## src/rtl/rst_phase_pkg.sv

```systemverilog
`timescale 1ns/1ps
package rst_phase_pkg;

   localparam int unsigned N_PHASE = 5;

   typedef enum logic [2:0] {
      PH0     = 3'd0,
      PH1     = 3'd1,
      PH2     = 3'd2,
      PH3     = 3'd3,
      PH_IDLE = 3'd4
   } phase_e;

   function automatic logic [N_PHASE-1:0] phase_to_oh(input phase_e p);
      logic [N_PHASE-1:0] r;
      r    = '0;
      r[p] = 1'b1;
      return r;
   endfunction

endpackage

```

## src/rtl/rst_evt_class.sv

```systemverilog
`timescale 1ns/1ps
// Sorts raw request levels into severity classes and finds new destructive events.
module rst_evt_class #(
   parameter int unsigned ND = 2,
   parameter int unsigned NF = 2
) (
   input  logic          clk,
   input  logic          rst_n,
   input  logic          por_req,
   input  logic [ND-1:0] dst_req,
   input  logic [ND-1:0] dst_en,
   input  logic          ext_req,
   input  logic          ext_mask,
   input  logic [NF-1:0] fun_req,
   input  logic [NF-1:0] fun_en,
   input  logic [NF-1:0] fun_short,
   output logic          hard_act,
   output logic          dst_new,
   output logic          long_act,
   output logic          short_act
);

   logic [ND-1:0] dst_live;
   logic [ND-1:0] dst_prev_q;
   logic [ND-1:0] dst_rise;
   logic [NF-1:0] fun_long_v;
   logic [NF-1:0] fun_short_v;

   for (genvar i = 0; i < ND; i++) begin : g_dst
      assign dst_live[i] = dst_req[i] & dst_en[i];
      assign dst_rise[i] = dst_live[i] & ~dst_prev_q[i];
   end

   for (genvar j = 0; j < NF; j++) begin : g_fun
      assign fun_long_v[j]  = fun_req[j] & fun_en[j] & ~fun_short[j];
      assign fun_short_v[j] = fun_req[j] & fun_en[j] &  fun_short[j];
   end

   always_ff @(posedge clk or negedge rst_n) begin
      if (!rst_n) dst_prev_q <= '0;
      else        dst_prev_q <= dst_live;
   end

   assign hard_act  = por_req | (|dst_live);
   assign dst_new   = |dst_rise;
   assign long_act  = (ext_req & ~ext_mask) | (|fun_long_v);
   assign short_act = |fun_short_v;

endmodule

```

## src/rtl/rst_esc_ctr.sv

```systemverilog
`timescale 1ns/1ps
// Saturating destructive-event counter with threshold compare.
module rst_esc_ctr #(
   parameter int unsigned EW = 3
) (
   input  logic          clk,
   input  logic          rst_n,
   input  logic          clr,
   input  logic          inc,
   input  logic [EW-1:0] thresh,
   output logic          lock
);

   localparam logic [EW-1:0] CNT_MAX = '1;

   logic [EW-1:0] cnt_q;

   always_ff @(posedge clk or negedge rst_n) begin
      if (!rst_n)                        cnt_q <= '0;
      else if (clr)                      cnt_q <= '0;
      else if (inc && cnt_q != CNT_MAX)  cnt_q <= cnt_q + 1'b1;
   end

   assign lock = (thresh != '0) && (cnt_q >= thresh);

endmodule

```

## src/rtl/rst_phase_timer.sv

```systemverilog
`timescale 1ns/1ps
// Per-phase elapsed-cycle counter, restarted on entry or on a new event.
module rst_phase_timer #(
   parameter int unsigned CW = 10
) (
   input  logic          clk,
   input  logic          rst_n,
   input  logic          clr,
   output logic [CW-1:0] cnt
);

   localparam logic [CW-1:0] T_MAX = '1;

   logic [CW-1:0] cnt_q;

   always_ff @(posedge clk or negedge rst_n) begin
      if (!rst_n)              cnt_q <= '0;
      else if (clr)            cnt_q <= '0;
      else if (cnt_q != T_MAX) cnt_q <= cnt_q + 1'b1;
   end

   assign cnt = cnt_q;

endmodule

```

## src/rtl/rst_phase_seq.sv

```systemverilog
`timescale 1ns/1ps
module rst_phase_seq
   import rst_phase_pkg::*;
#(
   parameter int unsigned ND     = 2,
   parameter int unsigned NF     = 2,
   parameter int unsigned EW     = 3,
   parameter int unsigned MIN_P0 = 8,
   parameter int unsigned MIN_P1 = 750,
   parameter int unsigned MIN_P2 = 8,
   parameter int unsigned MIN_P3 = 160
) (
   input  logic          clk,
   input  logic          rst_n,
   input  logic          por_req,
   input  logic [ND-1:0] dst_req,
   input  logic [ND-1:0] dst_en,
   input  logic          ext_req,
   input  logic          ext_mask,
   input  logic [NF-1:0] fun_req,
   input  logic [NF-1:0] fun_en,
   input  logic [NF-1:0] fun_short,
   input  logic          pwr_ok,
   input  logic          flash_done,
   input  logic          trim_done,
   input  logic          err_pin,
   input  logic          por_pin,
   input  logic          selftest_pend,
   input  logic          err_ovr,
   input  logic [EW-1:0] esc_thresh,
   output logic [4:0]    phase_oh,
   output logic          sys_rst,
   output logic          esc_lock
);

   localparam int unsigned MAX_A  = (MIN_P0 > MIN_P1) ? MIN_P0 : MIN_P1;
   localparam int unsigned MAX_B  = (MIN_P2 > MIN_P3) ? MIN_P2 : MIN_P3;
   localparam int unsigned MAX_M  = (MAX_A > MAX_B) ? MAX_A : MAX_B;
   localparam int unsigned CW     = $clog2(MAX_M + 1);
   localparam logic [CW-1:0] LIM0 = CW'(MIN_P0 - 1);
   localparam logic [CW-1:0] LIM1 = CW'(MIN_P1 - 1);
   localparam logic [CW-1:0] LIM2 = CW'(MIN_P2 - 1);
   localparam logic [CW-1:0] LIM3 = CW'(MIN_P3 - 1);

   initial begin : g_param_chk
      assert (ND >= 1 && NF >= 1) else $error("rst_phase_seq: need at least one source per class");
      assert (EW >= 1 && EW <= 16) else $error("rst_phase_seq: EW out of range");
      assert (MIN_P0 >= 1 && MIN_P1 >= 1 && MIN_P2 >= 1 && MIN_P3 >= 1)
         else $error("rst_phase_seq: minimum phase lengths must be non-zero");
      assert (N_PHASE == 5) else $error("rst_phase_seq: phase count mismatch");
   end

   logic          hard_act;
   logic          dst_new;
   logic          long_act;
   logic          short_act;
   logic          lock_w;
   logic          tmr_clr;
   logic [CW-1:0] tmr_cnt;
   logic          err_ok;
   logic          pin_ok;
   logic          hold_evt;
   phase_e        cur_q;
   phase_e        nxt;
   logic [4:0]    oh_q;
   logic          sys_rst_q;

   rst_evt_class #(.ND(ND), .NF(NF)) u_class (
      .clk       (clk),
      .rst_n     (rst_n),
      .por_req   (por_req),
      .dst_req   (dst_req),
      .dst_en    (dst_en),
      .ext_req   (ext_req),
      .ext_mask  (ext_mask),
      .fun_req   (fun_req),
      .fun_en    (fun_en),
      .fun_short (fun_short),
      .hard_act  (hard_act),
      .dst_new   (dst_new),
      .long_act  (long_act),
      .short_act (short_act)
   );

   rst_esc_ctr #(.EW(EW)) u_esc (
      .clk    (clk),
      .rst_n  (rst_n),
      .clr    (por_req),
      .inc    (dst_new),
      .thresh (esc_thresh),
      .lock   (lock_w)
   );

   rst_phase_timer #(.CW(CW)) u_tmr (
      .clk   (clk),
      .rst_n (rst_n),
      .clr   (tmr_clr),
      .cnt   (tmr_cnt)
   );

   assign err_ok = ~err_pin | selftest_pend | err_ovr;
   assign pin_ok = ~por_pin | selftest_pend;

   always_comb begin
      nxt      = cur_q;
      hold_evt = 1'b0;
      if (hard_act) begin
         nxt      = PH0;
         hold_evt = 1'b1;
      end else if (long_act && (cur_q == PH2 || cur_q == PH3 || cur_q == PH_IDLE)) begin
         nxt = PH1;
      end else if (short_act && cur_q == PH_IDLE) begin
         nxt = PH3;
      end else begin
         unique case (cur_q)
            PH0: if (pwr_ok && !lock_w && tmr_cnt >= LIM0) nxt = PH1;
            PH1: begin
               if (long_act)               hold_evt = 1'b1;
               else if (tmr_cnt >= LIM1)   nxt = PH2;
            end
            PH2: if (flash_done && tmr_cnt >= LIM2) nxt = PH3;
            PH3: begin
               if (short_act)              hold_evt = 1'b1;
               else if (trim_done && err_ok && pin_ok && tmr_cnt >= LIM3) nxt = PH_IDLE;
            end
            PH_IDLE: nxt = PH_IDLE;
            default: nxt = PH0;
         endcase
      end
   end

   assign tmr_clr = hold_evt | (nxt != cur_q);

   always_ff @(posedge clk or negedge rst_n) begin
      if (!rst_n) begin
         cur_q     <= PH0;
         oh_q      <= 5'b00001;
         sys_rst_q <= 1'b1;
      end else begin
         cur_q     <= nxt;
         oh_q      <= phase_to_oh(nxt);
         sys_rst_q <= (nxt != PH_IDLE);
      end
   end

   assign phase_oh = oh_q;
   assign sys_rst  = sys_rst_q;
   assign esc_lock = lock_w;

endmodule

```

## config.mk

```make
export PLATFORM = sky130hd
export DESIGN_NAME = rst_phase_seq
export DESIGN_NICKNAME = d
export VERILOG_FILES = /design/src/rtl/rst_phase_pkg.sv /design/src/rtl/rst_evt_class.sv /design/src/rtl/rst_esc_ctr.sv /design/src/rtl/rst_phase_timer.sv /design/src/rtl/rst_phase_seq.sv
export SDC_FILE = /design/constraint.sdc
export NUM_CORES = 1
export LEC_CHECK = 0
export ABC_AREA = 1
export BUFFER_PORTS_ARGS = -buffer_cell sky130_fd_sc_hd__buf_4
export CORE_ASPECT_RATIO = 0.5
export CORE_MARGIN = 2
export CORE_UTILIZATION = 54
export DETAILED_ROUTE_END_ITERATION = 10
export GPL_ROUTABILITY_DRIVEN = 0
export GPL_TIMING_DRIVEN = 0
export PLACE_DENSITY = 0.79
export SYNTH_ARGS = -nofsm -noshare
export SYNTH_HDL_FRONTEND = slang
export SYNTH_SLANG_ARGS = --single-unit
```

## constraint.sdc

```tcl
create_clock -name clk -period 2.3 [get_ports clk]
set_input_delay 0.345 -clock clk [delete_from_list [all_inputs] [get_ports clk]]
set_output_delay 0.345 -clock clk [all_outputs]
set_load 0.02 [all_outputs]
```

==> impl_metrics.toml, run 1 <==
[layout]
fin_nets = 283
seq_area_sq_um = 603
synthToLayoutAreaGrowth_pct = 22.3
final_common_cell = "nand2_1"
multi_input_area_sq_um = 788
final_cell_mix = "nand2_1 (47), inv_1 (39), nor2_1 (33)"
n_fill_cell = 217
antenna_cells = 0
layout-drive-gt1-share_pct = 20.1

[route]
wire_per_inst_microns = 10.7
wirelength_microns = 3050
drt-initial-drc-count = 54
vias = 1405
viasPerCell = 4.91
drc = 0
dr.pass1.iters = 4
ant_nets = 0

[logic_synthesis]
synth.area.top_cells = "dfrtp_1 (36%), nand2_1 (11%), inv_1 (9.5%)"
yosysWarnings = 0
synth_cell_types = 26
synth_xor_area_share_pct = 2.27
synth_flop_cell = "dfrtp_1"
synthArstFlopShare_pct = 100
synth_fa_ha_area_share_pct = 6.49
syn_area_sq_mm = 0.00154
synth_top_family_by_area = "simple AND/OR/NAND/NOR gates"
yosys-mux-area-fraction_pct = 0
yosysSeqAreaShare_pct = 39.1
netlist_instances = 213
ys_seq_elements = 24
synth_largest_type_area_fraction_pct = 35.7
synth_nets = 246
synth-compound-area-share_pct = 6.09
syn_area_per_cell_sq_um = 7.24
synth-edff-count = 0
yosys.area_share.simple_pct = 36.3
yosysTopAreaCell = "dfrtp_1"

[clock_network]
cts_made_buffers = 3
cts.sinks = 24
clk_latency_ps = 260
cts_resized = 0
htree_num_levels = 1
post-cts-setup-buffers = 0
path_clk_slew_ps = 80
cts_tree = "yes"
hold_buffers = 1
clockBufferDepth = 2
cts_root_buf = "clkbuf_8"

[pwr]
power.density_mw_per_mm2 = 446
leakagePower_nw = 1.03
ir_drop_mv = 0.355

[die]
dieArea_sq_mm = 0.00332
die_h_microns = 41.8
start_util_pct = 58.1
num_rows = 13
die_w_microns = 79.6
io_pins = 32
fp.coreArea_sq_mm = 0.00265

[min_path]
min-delay-start = "por_req"
hp-class = "input port to flip-flop"

[timing]
skew_ps = 4.96
layout_min_cycle_time_ps = 1930
relSlewSlack_pct = 69.6
tightest_slew_ps = 452
worst_slack_ps = 367
max_freq_mhz = 517
finalSetupViolCount = 0
slew_violations = 0
hold_viol = 0
rsz0062_at_grt = "false"
fin_setup_tns_ps = 0
fin_crit_sh_pct = 84.0

[critical_path]
endpoint_kind = "flip-flop"
worstPathArrival_ps = 2130
cp_top_family = "simple AND/OR/NAND/NOR gates"
timing.rr.start = "u_tmr.cnt[0]"
critical-path-slowest-cell = "dfrtp_1"
required_ps = 2490
crit_chain = "ha_1 > nand2_1 > inv_1 > nand2_1 > nand3b_1 > nand3_2 > nand2_2 > nand4_2 > nand2_2 > nand2_1 > nand2_2 > nand3_4 > nor2_1"
path_class = "flip-flop to flip-flop"
critPathBufInv = 1
slowest_delay_ps = 420
crit_path_start = "u_tmr.cnt[0]"
start_kind = "flip-flop"
path_max_fanout = 10

[status]
outcome = "finished clean"

[global_route]
grt_pass1_vias = 1275
track_usage_pct = 19.9
antenna_found_initial = 0
grt_max_degree = 25
overflow = 0
grt_pass1_wl_microns = 5170

[run]
drv_cap = 0

[placed_design]
dp_slack_ps = 378
port-buffer-count = 31
hpwl_microns = 2450
## cells by family (layout without fill, tap and decap cells)
family | Yosys count | in the layout
compound gates | 17 | 17
buf+inv | 40 | 76
simple gates | 120 | 120
flops | 24 | 24
xor+xnor | 4 | 4
fa+ha+maj | 8 | 8
## synthesized netlist by cell type, types with 2 or more instances
| master | instances |
|---|---|
| a21oi_1 | 8 |
| dfrtp_1 | 22 |
| dfstp_2 | 2 |
| ha_1 | 8 |
| inv_1 | 39 |
| nand2_1 | 47 |
| nand2_2 | 5 |
| nand3_1 | 18 |
| nand3b_1 | 3 |
| nand4_1 | 3 |
| nor2_1 | 33 |
| nor2_2 | 2 |
| nor3_1 | 3 |
| o21ai_0 | 4 |
| o22ai_1 | 2 |
| xor2_1 | 4 |
## metal layers
| layer | vias up | routed length [microns] | global-route usage [%] |
|---|---|---|---|
| li1 | 742 | - | - |
| met1 | 640 | 1540 | 26.1 |
| met2 | 21 | 1390 | 34.6 |
| met3 | 2 | 105 | 5.22 |
| met4 | 0 | 12 | 2.07 |
| met5 | - | 0 | 0 |
## final cells by class
type / count / share of cell area (%)
flip-flops and latches: 24 / 32.0
well taps: 37 / 2.46
multi-input cells: 149 / 41.8
clock buffers: 4 / 2.92
repair buffers: 32 / 12.9
inverters: 40 / 7.96
## report_power, final
| part | total [mW] | internal (mW) | switching [mW] |
|---|---|---|---|
| sequential | 0.436 | 0.430 | 0.00667 |
| combinational | 0.124 | 0.0583 | 0.0654 |
| clock | 0.280 | 0.153 | 0.128 |
| total | 0.840 | 0.641 | 0.200 |
## worst reg2reg max path, delay by kind of cell, from the launching register on
| family | cells | cell delay [ps] |
|---|---|---|
| and+or+nand+nor | 11 | 1160 |
| adders and majority gates | 1 | 190 |
| buffers and inverters | 1 | 110 |
| DFF | 1 | 420 |
## registers in the layout (all words and copies together) (netlist names)
signal	cells
u_tmr.cnt	10
phase_oh	5
u_class.dst_prev_q	2
cur_q	3
sys_rst	1
u_esc.cnt_q	3
## path summary, 6_finish.rpt
path / endpoint / slack, ps / cells past startpoint
max reg2reg: u_tmr.cnt[5] / 370 / 13
min reg2reg: u_esc.cnt_q[2] / 580 / 2
min in group asynchronous: u_tmr.cnt[4] / 510 / 2
max in group asynchronous: sys_rst / 1510 / 2
max: u_tmr.cnt[5] / 370 / 13
min: u_esc.cnt_q[2] / 270 / 2
## stage by stage
step | total power [mW] | std cells | hold WS, ps | area (sq um) | util (%)
after floorplan | 0.508 | 213 | 49.4 | 1540 | -
after global placement | 0.564 | 281 | 256 | 1820 | 68.7
after detailed placement | 0.568 | 281 | 262 | 1820 | 68.7
after CTS | 0.851 | 286 | 276 | 1890 | 71.1
after global routing | 0.886 | 286 | 274 | 1890 | 71.1
final | 0.840 | 286 | 273 | 1890 | 71.1
No activity file was read; power rests on OpenSTA's default activity.
==> inputs of run 2 (changes only) <==
ABC_AREA = 0   (was 1)
CORE_UTILIZATION = 55   (was 54)
clock period = 1.8 ns   (was 2.3 ns; I/O delays follow)
==> impl_metrics.toml, run 2 <==
[status]
outcome = "complete, but fails checks"
violations = "setup timing"

[run]
drv_cap = 0

[logic_synthesis]
synth_cell_types = 55
synth.area.top_cells = "dfrtp_1 (32%), ha_1 (5.9%), nand4_1 (4.8%)"
yosys-top-cells-count = "dfrtp_1 (22), nor2_1 (20), nand4_1 (13)"
yosysSeqAreaShare_pct = 35.4
yosysMostFrequentCell = "dfrtp_1"
ys_seq_elements = 24
syn_area_per_cell_sq_um = 9.41
synthArstFlopShare_pct = 100
synth_flop_cell = "dfrtp_1"
netlist_instances = 181
syn_area_sq_mm = 0.00170
synth_largest_type_area_fraction_pct = 32.3
synth_nets = 214
yosysWarnings = 0
yosysTopAreaCell = "dfrtp_1"
synth-edff-count = 0

[route]
ant_nets = 0
drt-initial-drc-count = 125
viasPerCell = 6.05
wirelength_microns = 4670
wire_per_inst_microns = 17.0
vias = 1664
drc = 0
dr.pass1.iters = 4

[clock_network]
cts_root_buf = "clkbuf_8"
path_clk_slew_ps = 80
htree_num_levels = 1
cts.sinks = 24
cts_made_buffers = 3
clockBufferDepth = 2
cts_tree = "yes"
clk_latency_ps = 260

[die]
die_h_microns = 43.3
die_w_microns = 82.7
start_util_pct = 57.2
num_rows = 14
io_pins = 32
fp.coreArea_sq_mm = 0.00298
dieArea_sq_mm = 0.00358

[critical_path]
r2r_slack_ps = -410
r2r_end = "u_tmr.cnt[2]"
path_max_fanout = 10
required_ps = 1950
path_class = "flip-flop to flip-flop"
start_kind = "flip-flop"
endpoint_kind = "flip-flop"
worstPathArrival_ps = 2360
reg2regPathDepth = 9
timing.rr.start = "u_tmr.cnt[8]"

[timing]
slew_violations = 0
finalSetupViolCount = 16
fin_setup_tns_ps = -4860
skew_ps = 3.97
timing.hold.ws_ps = 195
worst_slack_ps = -407
relSlewSlack_pct = 61.5
hold_viol = 0
max_freq_mhz = 453
rsz0062_at_grt = "true"
tightest_slew_ps = 577
fin_crit_sh_pct = 123
layout_min_cycle_time_ps = 2210

[min_path]
hold_depth = 2
hp-class = "input port to flip-flop"
min-delay-start = "por_req"
holdPathEnd = "u_esc.cnt_q[1]"

[global_route]
track_usage_pct = 26.0
overflow = 0
grt_pass1_wl_microns = 7030
antenna_found_initial = 0
grt_pass1_vias = 1630
grt_max_degree = 25

[layout]
final_common_cell = "buf_4"
n_fill_cell = 180
final_cell_mix = "buf_4 (47), nor2_1 (20), dfrtp_1 (16)"
fin_nets = 269
largest_reg_flops = 10
antenna_cells = 0
synthToLayoutAreaGrowth_pct = 40.6
seq_area_sq_um = 611
layout-drive-gt1-share_pct = 43.0
multi_input_area_sq_mm = 0.00117

[pwr]
power.density_mw_per_mm2 = 482
ir_drop_mv = 0.370
leakagePower_nw = 1.03
seqPwrFrac_pct = 48.5
p_int_mw = 0.861
switching_power_mw = 0.293
clkPwrFrac_pct = 31.3
power_frac_comb_pct = 20.1
swShare_pct = 25.4

[placed_design]
port-buffer-count = 31
dp_slack_ps = -636
hpwl_microns = 2880
run 2: through the flow:
step	power [mW]	util, %	area, sq um	cells
final	1.15	80.4	2390	275
after global routing	1.21	80.4	2390	275
after CTS	1.14	75.9	2260	268
after detailed placement	0.748	67.1	2000	252
after global placement	0.741	67.1	2000	252
after floorplan	0.663	-	1720	181
run 2: cells by family after synthesis:
logic type,Yosys count,synth area share (%)
DFF,24,35.4
buffers and inverters,20,5.80
AOI/OAI and AO/OA,41,19.8
and+or+nand+nor,77,26.2
adders and majority gates,8,5.88
xor gates and xnor gates,6,3.09
muxes,5,3.75
run 2: final cells by class:
class | count | share of cell area (%)
multi-input combinational | 137 | 48.9
clock buffer | 4 | 2.30
tap | 40 | 2.09
sequential | 24 | 25.5
buffer | 7 | 2.30
inverter | 13 | 2.25
timing repair buffer | 50 | 16.6
run 2: worst max-delay path by stage:
stage,from,endpoint,slack (ps),cells past startpoint
3_3_place_gp,u_tmr.cnt[0],u_tmr.cnt[2],-640,8
5_1_grt,u_esc.cnt_q[0],u_tmr.cnt[2],-480,10
3_5_place_dp,u_tmr.cnt[0],u_tmr.cnt[2],-640,8
2_1_floorplan,u_esc.cnt_q[0],u_tmr.cnt[2],-230,9
6_report,u_tmr.cnt[8],u_tmr.cnt[2],-410,9
4_1_cts,u_tmr.cnt[9],u_tmr.cnt[2],-370,9
run 2: power groups by stage:
| stage | clock [mW] | combinational (mW) | sequential (mW) |
|---|---|---|---|
| CTS | 0.369 | 0.210 | 0.560 |
| finish | 0.361 | 0.232 | 0.560 |
| floorplan | 0 | 0.0965 | 0.566 |
| global placement | 0 | 0.173 | 0.568 |
| detailed placement | 0 | 0.180 | 0.568 |
| global route | 0.395 | 0.250 | 0.562 |
run 2: worst max-delay path, cell delays in order (launching register included):
cell and delay, ps:
dfrtp_1 390, buf_6 150, nor4_4 310, a21oi_2 120, and4_4 230, o311a_4 400, clkinv_4 70, mux2i_4 230
buf_12 150, nor3b_2 40
run 2: what timing repair did:
action                                  in CTS  in global routing
hold endpoints to repair                    22                  0
gates cloned                                 0                  0
endpoints found under the setup margin      18                 19
hold buffers                                 1                  0
resized for setup                           21                 19
buffers inserted                            11                  8
pin swaps                                    6                 14
run 2: routing by layer:
metal | vias up | global-route usage, % | wire (microns)
met1 | 801 | 30.8 | 2000
met3 | 4 | 6.04 | 247
met5 | - | 0 | 0
met4 | 0 | 5.25 | 31
met2 | 64 | 48.7 | 2390
li1 | 795 | - | -
==> inputs of run 3 (changes only) <==
PLACE_DENSITY = default   (was 0.79)
PLACE_DENSITY_LB_ADDON = 0.25   (was default)
==> impl_metrics.toml, run 3 (synthesis results as in run 2) <==
[status]
outcome = "complete, but fails checks"
violations = "setup timing"

[die]
dieArea_sq_mm = 0.00358
die_h_microns = 43.3
die_w_microns = 82.7
io_pins = 32
fp.coreArea_sq_mm = 0.00298
start_util_pct = 57.2
num_rows = 14

[critical_path]
start_kind = "flip-flop"
crit_chain = "and3_1 > buf_2 > o211ai_1 > buf_4 > nor4_4 > o211ai_2 > o2111ai_1 > nor3b_2"
critPathBufInv = 2
worstPathArrival_ps = 2420
path_class = "flip-flop to flip-flop"
endpoint_kind = "flip-flop"
path_max_fanout = 10
required_ps = 2000
cp_top_family = "compound AO/OA/AOI/OAI gates"
critical-path-slowest-cell = "dfrtp_2"
slowest_delay_ps = 460

[clock_network]
htree_num_levels = 1
cts_tree = "yes"
cts.sinks = 24
clk_latency_ps = 280
clockBufferDepth = 2
cts_made_buffers = 3
path_clk_slew_ps = 90
cts_root_buf = "clkbuf_8"

[route]
wirelength_microns = 4670
wire_per_inst_microns = 17.3
viasPerCell = 6.21
dr.pass1.iters = 4
drt-initial-drc-count = 118
drc = 0
ant_nets = 0
vias = 1678

[run]
drv_cap = 0

[pwr]
leakagePower_nw = 1.02
seqPwrFrac_pct = 43.8
p_int_mw = 0.963
swShare_pct = 24.6
p_total_mw = 1.28
clkPwrFrac_pct = 38.0
power.density_mw_per_mm2 = 542
ir_drop_mv = 0.394
power_frac_comb_pct = 18.2
switching_power_mw = 0.314

[timing]
relSlewSlack_pct = 58.4
layout_min_cycle_time_ps = 2220
tightest_slew_ps = 624
hold_viol = 0
slew_violations = 0
skew_ps = 5.87
fin_crit_sh_pct = 123
rsz0062_at_grt = "true"
max_freq_mhz = 451
worst_slack_ps = -420
finalSetupViolCount = 17

[layout]
seq_area_sq_um = 609
antenna_cells = 0
largest_reg_flops = 10
final_common_cell = "buf_4"
n_fill_cell = 188
multi_input_area_sq_mm = 0.00116
final_util_pct = 79.1
final_cell_mix = "buf_4 (41), nor2_1 (19), dfrtp_1 (17)"
layout-drive-gt1-share_pct = 40.9
fin_nets = 264
synthToLayoutAreaGrowth_pct = 38.4
fin_area_sq_mm = 0.00236

[global_route]
antenna_found_initial = 0
grt_pass1_vias = 1588
track_usage_pct = 27.0
grt_max_degree = 25
grt_pass1_wl_microns = 7220
overflow = 0

[placed_design]
hpwl_microns = 2920
place_area_sq_mm = 0.00200
port-buffer-count = 31

[min_path]
hp-class = "input port to flip-flop"
-- run 3: power by group through the flow --
stage	Combinational, mW	Clock [mW]	Sequential [mW]
4_1_cts	0.213	0.490	0.558
2_1_floorplan	0.0965	0	0.566
3_5_place_dp	0.181	0	0.568
5_1_grt	0.252	0.512	0.561
3_3_place_gp	0.172	0	0.568
6_report	0.232	0.485	0.559
-- run 3: repair_timing --
action | in CTS | in global routing
buffers inserted | 11 | 2
resized for setup | 21 | 12
hold buffers | 1 | 0
hold endpoints to repair | 22 | 0
pin swaps | 4 | 7
setup endpoints to repair | 18 | 19
-- run 3: cell type report --
class                   count  area share (%)
multi-input cells         137            49.4
flip-flops and latches     24            25.9
repair buffers             45            15.3
inverters                  13            2.28
well taps                  40            2.12
plain buffers               7            1.96
clock buffers               3            1.75
clock inverters             1            1.27
-- run 3: stage by stage --
step	std cells	setup TNS, ps	hold WS [ps]	setup slack (ps)
floorplan	181	-2210	-25.6	-230
CTS	268	-4450	172	-364
detailed placement	252	-7440	187	-609
global route	270	-6360	173	-473
finish	270	-5450	172	-420
global placement	252	-7620	181	-635
-- run 3: final timing paths --
kind	slack [ps]	cells past startpoint	startpoint	to
max	-420	8	u_tmr.cnt[5]	u_tmr.cnt[2]
min	170	2	por_req	u_esc.cnt_q[0]
max reg2reg	-420	8	u_tmr.cnt[5]	u_tmr.cnt[2]
min reg2reg	610	2	u_esc.cnt_q[1]	u_esc.cnt_q[1]
max in group asynchronous	1080	2	rst_n	phase_oh[0]
min in group asynchronous	430	2	rst_n	u_class.dst_prev_q[1]
-- run 3: layer usage --
layer	vias to the layer above	global-route usage, %	routed length (microns)
li1	780	-	-
met5	-	0	0
met1	821	33.2	1950
met2	56	47.7	2330
met3	21	6.67	263
met4	0	7.87	131
-- run 3: worst register-to-register path, delay by kind of cell, from the launching register on --
kind | cells | cell delay (ps)
compound gates | 3 | 940
buf+inv | 2 | 330
flops | 1 | 460
simple gates | 3 | 430
